==> config.mk <==
export PLATFORM = sky130hd
export DESIGN_NAME = exp_slave_addr_dec
export DESIGN_NICKNAME = d
export VERILOG_FILES = /design/src/rtl/exp_slave_addr_dec.sv
export SDC_FILE = /design/constraint.sdc
export NUM_CORES = 1
export LEC_CHECK = 0
export BUFFER_PORTS_ARGS = -buffer_cell sky130_fd_sc_hd__buf_2
export CAP_MARGIN = 10
export CORE_MARGIN = 2
export CORE_UTILIZATION = 41
export DETAILED_ROUTE_END_ITERATION = 10
export PLACE_DENSITY = 0.6
export SLEW_MARGIN = 20
export SYNTH_ARGS = -nofsm -noshare
export SYNTH_HDL_FRONTEND = slang
export SYNTH_SLANG_ARGS = --single-unit
==> constraint.sdc <==
create_clock -name clk -period 4 [get_ports clk]
set_input_delay 1.2 -clock clk [delete_from_list [all_inputs] [get_ports clk]]
set_output_delay 1.2 -clock clk [all_outputs]
set_load 0.1 [all_outputs]
==> src/rtl/exp_slave_addr_dec.sv <==
module exp_slave_addr_dec #(
  parameter logic [15:0] CFG_LEGACY_BASE = 16'h00E8,
  parameter logic [15:0] CFG_FULL_BASE   = 16'hFF00
) (
  input  logic        clk,
  input  logic        rst_n,
  input  logic [23:0] bus_addr_hi,
  input  logic [5:0]  bus_addr_lo,
  input  logic        bus_read,
  input  logic [2:0]  bus_space,
  input  logic        bus_full_n,
  input  logic        bus_compat_n,
  input  logic        cfg_load,
  input  logic [23:0] cfg_base,
  input  logic [23:0] cfg_mask,
  output logic        match_mem,
  output logic        match_irq,
  output logic        match_cfg,
  output logic        is_read,
  output logic [29:0] cap_addr
);
  localparam int HI_W = 24;
  localparam int LO_W = 6;
  localparam int SP_W = 3;
  localparam int IW   = HI_W + LO_W + SP_W + 3;
  localparam logic [IW-1:0] SYNC_RST = {2'b11, {(IW-2){1'b0}}};

  logic [IW-1:0] sync1, sync2;
  logic [HI_W-1:0] hi_s, cap_hi, base_q, mask_q;
  logic [LO_W-1:0] lo_s;
  logic [SP_W-1:0] sp_s;
  logic rd_s, compat_s, full_s, full_q, compat_q, cfg_done;
  logic full_fall, compat_fall, mem_sp, irq_sp, win_hit, cfg_full_hit, cfg_legacy_hit;

  always_ff @(posedge clk or negedge rst_n)
    if (!rst_n) begin
      sync1 <= SYNC_RST;
      sync2 <= SYNC_RST;
    end else begin
      sync1 <= {bus_full_n, bus_compat_n, bus_read, bus_space, bus_addr_lo, bus_addr_hi};
      sync2 <= sync1;
    end

  assign hi_s     = sync2[HI_W-1:0];
  assign lo_s     = sync2[HI_W +: LO_W];
  assign sp_s     = sync2[HI_W+LO_W +: SP_W];
  assign rd_s     = sync2[IW-3];
  assign compat_s = sync2[IW-2];
  assign full_s   = sync2[IW-1];

  assign full_fall   = full_q & ~full_s;
  assign compat_fall = compat_q & ~compat_s & full_s;

  assign mem_sp = (sp_s == 3'd1) || (sp_s == 3'd2) || (sp_s == 3'd5) || (sp_s == 3'd6);
  assign irq_sp = (sp_s == 3'd7);
  assign win_hit = cfg_done && mem_sp && ((hi_s & mask_q) == (base_q & mask_q));
  assign cfg_full_hit = mem_sp &&
    ((hi_s[HI_W-1:8] == CFG_LEGACY_BASE) || (hi_s[HI_W-1:8] == CFG_FULL_BASE));
  assign cfg_legacy_hit = mem_sp && (hi_s[15:8] == CFG_LEGACY_BASE[7:0]);

  always_ff @(posedge clk or negedge rst_n)
    if (!rst_n) begin
      base_q   <= '0;
      mask_q   <= '0;
      cfg_done <= 1'b0;
    end else if (cfg_load) begin
      base_q   <= cfg_base;
      mask_q   <= cfg_mask;
      cfg_done <= 1'b1;
    end

  always_ff @(posedge clk or negedge rst_n)
    if (!rst_n) begin
      full_q    <= 1'b1;
      compat_q  <= 1'b1;
      cap_hi    <= '0;
      match_mem <= 1'b0;
      match_irq <= 1'b0;
      match_cfg <= 1'b0;
      is_read   <= 1'b0;
    end else begin
      full_q   <= full_s;
      compat_q <= compat_s;
      if (full_fall) begin
        cap_hi    <= hi_s;
        match_mem <= win_hit;
        match_irq <= irq_sp;
        match_cfg <= cfg_full_hit;
        is_read   <= rd_s;
      end else if (compat_fall) begin
        cap_hi    <= hi_s;
        match_mem <= 1'b0;
        match_irq <= 1'b0;
        match_cfg <= cfg_legacy_hit;
        is_read   <= rd_s;
      end else if (full_s && compat_s) begin
        match_mem <= 1'b0;
        match_irq <= 1'b0;
        match_cfg <= 1'b0;
      end
    end

  assign cap_addr = {cap_hi, lo_s};

  p_mem_irq_excl_r3: assert property (@(posedge clk) disable iff (!rst_n)
    !(match_mem && match_irq));
  p_no_mem_unconfigured_r4: assert property (@(posedge clk) disable iff (!rst_n)
    !cfg_done |-> !match_mem);
  p_clear_idle_r8: assert property (@(posedge clk) disable iff (!rst_n)
    (full_s && compat_s) |=> (!match_mem && !match_irq && !match_cfg));
  p_legacy_no_mem_r7: assert property (@(posedge clk) disable iff (!rst_n)
    compat_fall |=> (!match_mem && !match_irq));
  p_cap_at_start_r2: assert property (@(posedge clk) disable iff (!rst_n)
    !$stable(cap_hi) |-> $past(full_fall || compat_fall));
  p_irq_from_full_r3: assert property (@(posedge clk) disable iff (!rst_n)
    $rose(match_irq) |-> $past(full_fall));
endmodule

==> results by stage <==
Run status:
- The run finished with clean final reports.

Worst setup path:
- The critical path is of the flop to output pin type.
- The nature of the critical path endpoint is an output pin.
- The data arrival time of the worst path is 1220 ps.
- The highest net fanout along the worst path is 2.
- STA classifies the critical path startpoint as a flop.
- The critical path's top delay family is buffers and inverters.
- Walking the worst path, the cells encountered are buf_2.
- Together, buffers and inverters on the worst path number 1.
- The largest individual stage delay along the critical path comes from the cell buf_2.
- On the worst path, the slowest cell contributes a delay of about 440 ps.
- The required arrival time at the worst endpoint is 2800 ps.

Timing:
- The worst-case headroom to the max-slew limit is between 30% and 40%.
- Summed over all failing endpoints, the final setup total negative slack is 0 ps.
- The final hold violation count was 0.
- Setup repair after global routing left no endpoint under its margin.
- The final critical path takes up between 60% and 70% of the cycle.
- The maximum achievable frequency is around 410 MHz.
- The max-slew violation total from the final report is 0.
- Setup violations remaining at the end of the flow were counted as 0.
- The actual transition at the worst max-transition pin is 990 ps.
- The worst-case clock skew is between 6 and 7 ps.
- The worst path needs between 2000 and 2500 ps of the cycle, external delays included.

Clock tree:
- The clock sink count is about 150.
- In this run, post-CTS repair resized a total of 0 instances.
- The master cell of the clock root buffer is clkbuf_16.
- The maximum clock insertion buffer count is 2.
- Clock-pin slew was measured on the worst setup and hold paths at 60 ps.
- The TritonCTS clock tree is built.
- After clock tree synthesis, the setup repair step added 0 buffers.
- Hold repair after CTS inserted 0 buffers.
- The number of clock buffers inserted by TritonCTS is 17.
- The clock insertion delay at the later pin of the skew report is approximately 420 ps.
- In this run the number of H-tree levels came out at 4.

Drt:
- Dividing the detail-routed via count by the number of cells gives 4.61.
- The routed design has slightly above 10000 um of wire.
- After detailed routing, the number of remaining DRC violations is 0.
- In this run the remaining antenna-violating nets after routing total 0.
- The first detailed-routing pass ran for 4 iterations.
- The detailed router placed 2823 vias in this run.
- The first-iteration detailed-routing DRC count is 118.
- The detailed-route wire length per cell is about 16 um.

Cells and area:
- The number of antenna cells inserted is 0.
- After the flow finishes, the layout carries non-filler instances totaling around 600.
- The share of final-layout standard cells stronger than drive strength 1 is between 50% and 60%.
- The share of the core filled with cells is between 50 and 60%.
- Compared with the post-synthesis result, the final layout area differs by 25.7%.
- The number of filler cells placed in the layout is ~1100.
- The number of nets in the layout is between 500 and 600.

Placement:
- The number of instances in the placed design is between 500 and 600.
- After legalization and detailed placement, the total HPWL measured roughly 7000 um.
- Input and output buffers added on the ports amount to 120.
- The congestion estimate from routability-driven global placement came to between 0.7 and 0.8.

Synthesis:
- The post-synthesis instance area is between 5000 and 6000 um2.
- Counting flops and latches in the post-synthesis netlist gives between 150 and 200.
- The count of different cell masters after synthesis is 35.
- When the netlist entered floorplanning its net count stood at 388.
- For this run, the number of Yosys warnings is 0.
- The share of synthesized flip-flops with an asynchronous set or reset is 100%.
- Averaged over all synthesized cells, the footprint is between 15 and 20 um2.
- For this run, the register share of the synthesized area comes to a little under three quarters.
- The synthesized design contains 0 enable-type register cells.
- The instance count of the mapped netlist is 300.
- The most used flip-flop cell after synthesis is dfrtp_1.

Die:
- The initial core utilization is 41.8%.
- The core region is ~13000 um2.
- For this design the top-level I/O count stands at approximately 120.
- The die covers approximately 14000 um2.
- In this run the horizontal extent of the chip is ~120 um.
- The count of standard-cell rows is between 40 and 50.
- The floorplan step set the die height to between 100 and 150 um.

Power and ir drop:
- The worst voltage drop across the vdd grid is ~0.31 mV.
- The analysis attributes to cell leakage a power of 0.00308 uW.
- Power spread over the standard cell area amounts to roughly 600 nW/um2.

Global route:
- The leftover overflow at the end of global routing is 0.
- Global routing used between 10% and 20% of the available tracks.
- The largest net degree at the start of global routing is 50.
- The first global-routing pass estimated 16700 um of wire.
- The initial antenna violation count is 0.
- The via count of the first global-routing pass is a little over 3000.

Min path:
- The worst hold path belongs to the class flop to flop.

Flow run:
- Max-cap violations in this run came to 0.
-- area by class of cell --
type	count	area, um2	share of cell area, %
repair buffers	123	632	9.52
clock inverters	13	181	2.73
multi-input cells	135	1390	21.0
well taps	172	215	3.24
flip-flops and latches	151	3790	57.0
clock buffers	18	429	6.47
-- stage by stage --
step           instance area (um2)  hold slack [ps]  setup slack [ps]  total power (uW)
2_1_floorplan                 5280              331              1900              2230
3_3_place_gp                  6020              332              1420              2390
3_5_place_dp                  6020              335              1370              2400
4_1_cts                       6640              346              1550              4050
5_1_grt                       6640              349              1510              4170
6_report                      6640              345              1580              4000
-- cells by family after synthesis --
kind of cell	count (synthesis)	share of synthesized area, %
buffers and inverters	14	1.90
xor gates and xnor gates	24	3.98
AOI/OAI and AO/OA	18	2.77
muxes	73	17.0
and+or+nand+nor	19	2.42
adders and majority gates	1	0.237
DFF	151	71.7
-- synth_stat cells (2+ instances only) --
master,n,area share [%]
buf_6,3,0.64
buf_2,2,0.19
a221oi_1,4,0.66
nand3_1,2,0.19
a22o_1,5,0.83
nand4_1,4,0.47
xor2_1,24,4.0
dfstp_2,6,3.0
mux2_4,20,5.7
a21oi_1,2,0.19
buf_1,2,0.14
mux2_1,5,1.1
nor4_1,2,0.24
a22oi_1,2,0.28
dfrtp_1,145,69
mux2_2,48,10
buf_4,6,0.85
-- routing by layer --
metal	GRT usage [%]	wire length, um	up-vias
li1	-	-	1305
met1	21.1	4570	1424
met2	24.2	4740	85
met3	6.88	654	9
met4	6.10	110	0
met5	0	0	-
-- worst paths after layout --
kind	startpoint	to	slack, ps	cells after the start
setup / recovery	cap_hi[5]$_DFFE_PN0P_	cap_addr[11]	1580	1
hold / removal	sync1[23]$_DFF_PN0_	sync2[23]$_DFF_PN0_	350	0
setup reg to reg	full_q$_DFF_PN1_	cap_hi[2]$_DFFE_PN0P_	1870	3
hold reg to reg	sync1[23]$_DFF_PN0_	sync2[23]$_DFF_PN0_	350	0
max in group asynchronous	rst_n	base_q[13]$_DFFE_PN0P_	2430	2
min in group asynchronous	rst_n	sync1[27]$_DFF_PN0_	700	1
-- power breakdown --
part           internal, uW  switching [uW]  total [uW]  leakage, uW
logic                   185             447         632      0.00104
clock network          1040             598        1630     0.000284
registers              1660            72.9        1730      0.00176
-- layout by cell type (no fill, tap or decap), types with 2 or more instances in the layout --
cell type | synthesis | final
a22oi_1 | 2 | 2
dfstp_2 | 6 | 6
mux2_1 | 5 | 5
bufinv_16 | 0 | 4
mux2_2 | 48 | 48
a221oi_1 | 4 | 4
buf_4 | 6 | 4
a21oi_1 | 2 | 2
nand4_1 | 4 | 4
clkinv_2 | 0 | 3
or2_2 | 1 | 2
nor4_1 | 2 | 2
clkbuf_16 | 0 | 17
buf_2 | 2 | 118
a22o_1 | 5 | 5
xor2_1 | 24 | 24
nand3_1 | 2 | 2
clkinvlp_4 | 0 | 5
mux2_4 | 20 | 20
dfrtp_1 | 145 | 145
-- registers in the layout, summed over array words and instances, names as in the netlist --
register   count
compat_q       1
full_q         1
base_q        24
match_mem      1
sync2         36
match_cfg      1
cap_hi        24
is_read        1
sync1         36
cfg_done       1
mask_q        24
match_irq      1
Note: power is estimated with default switching activity, not from simulation.
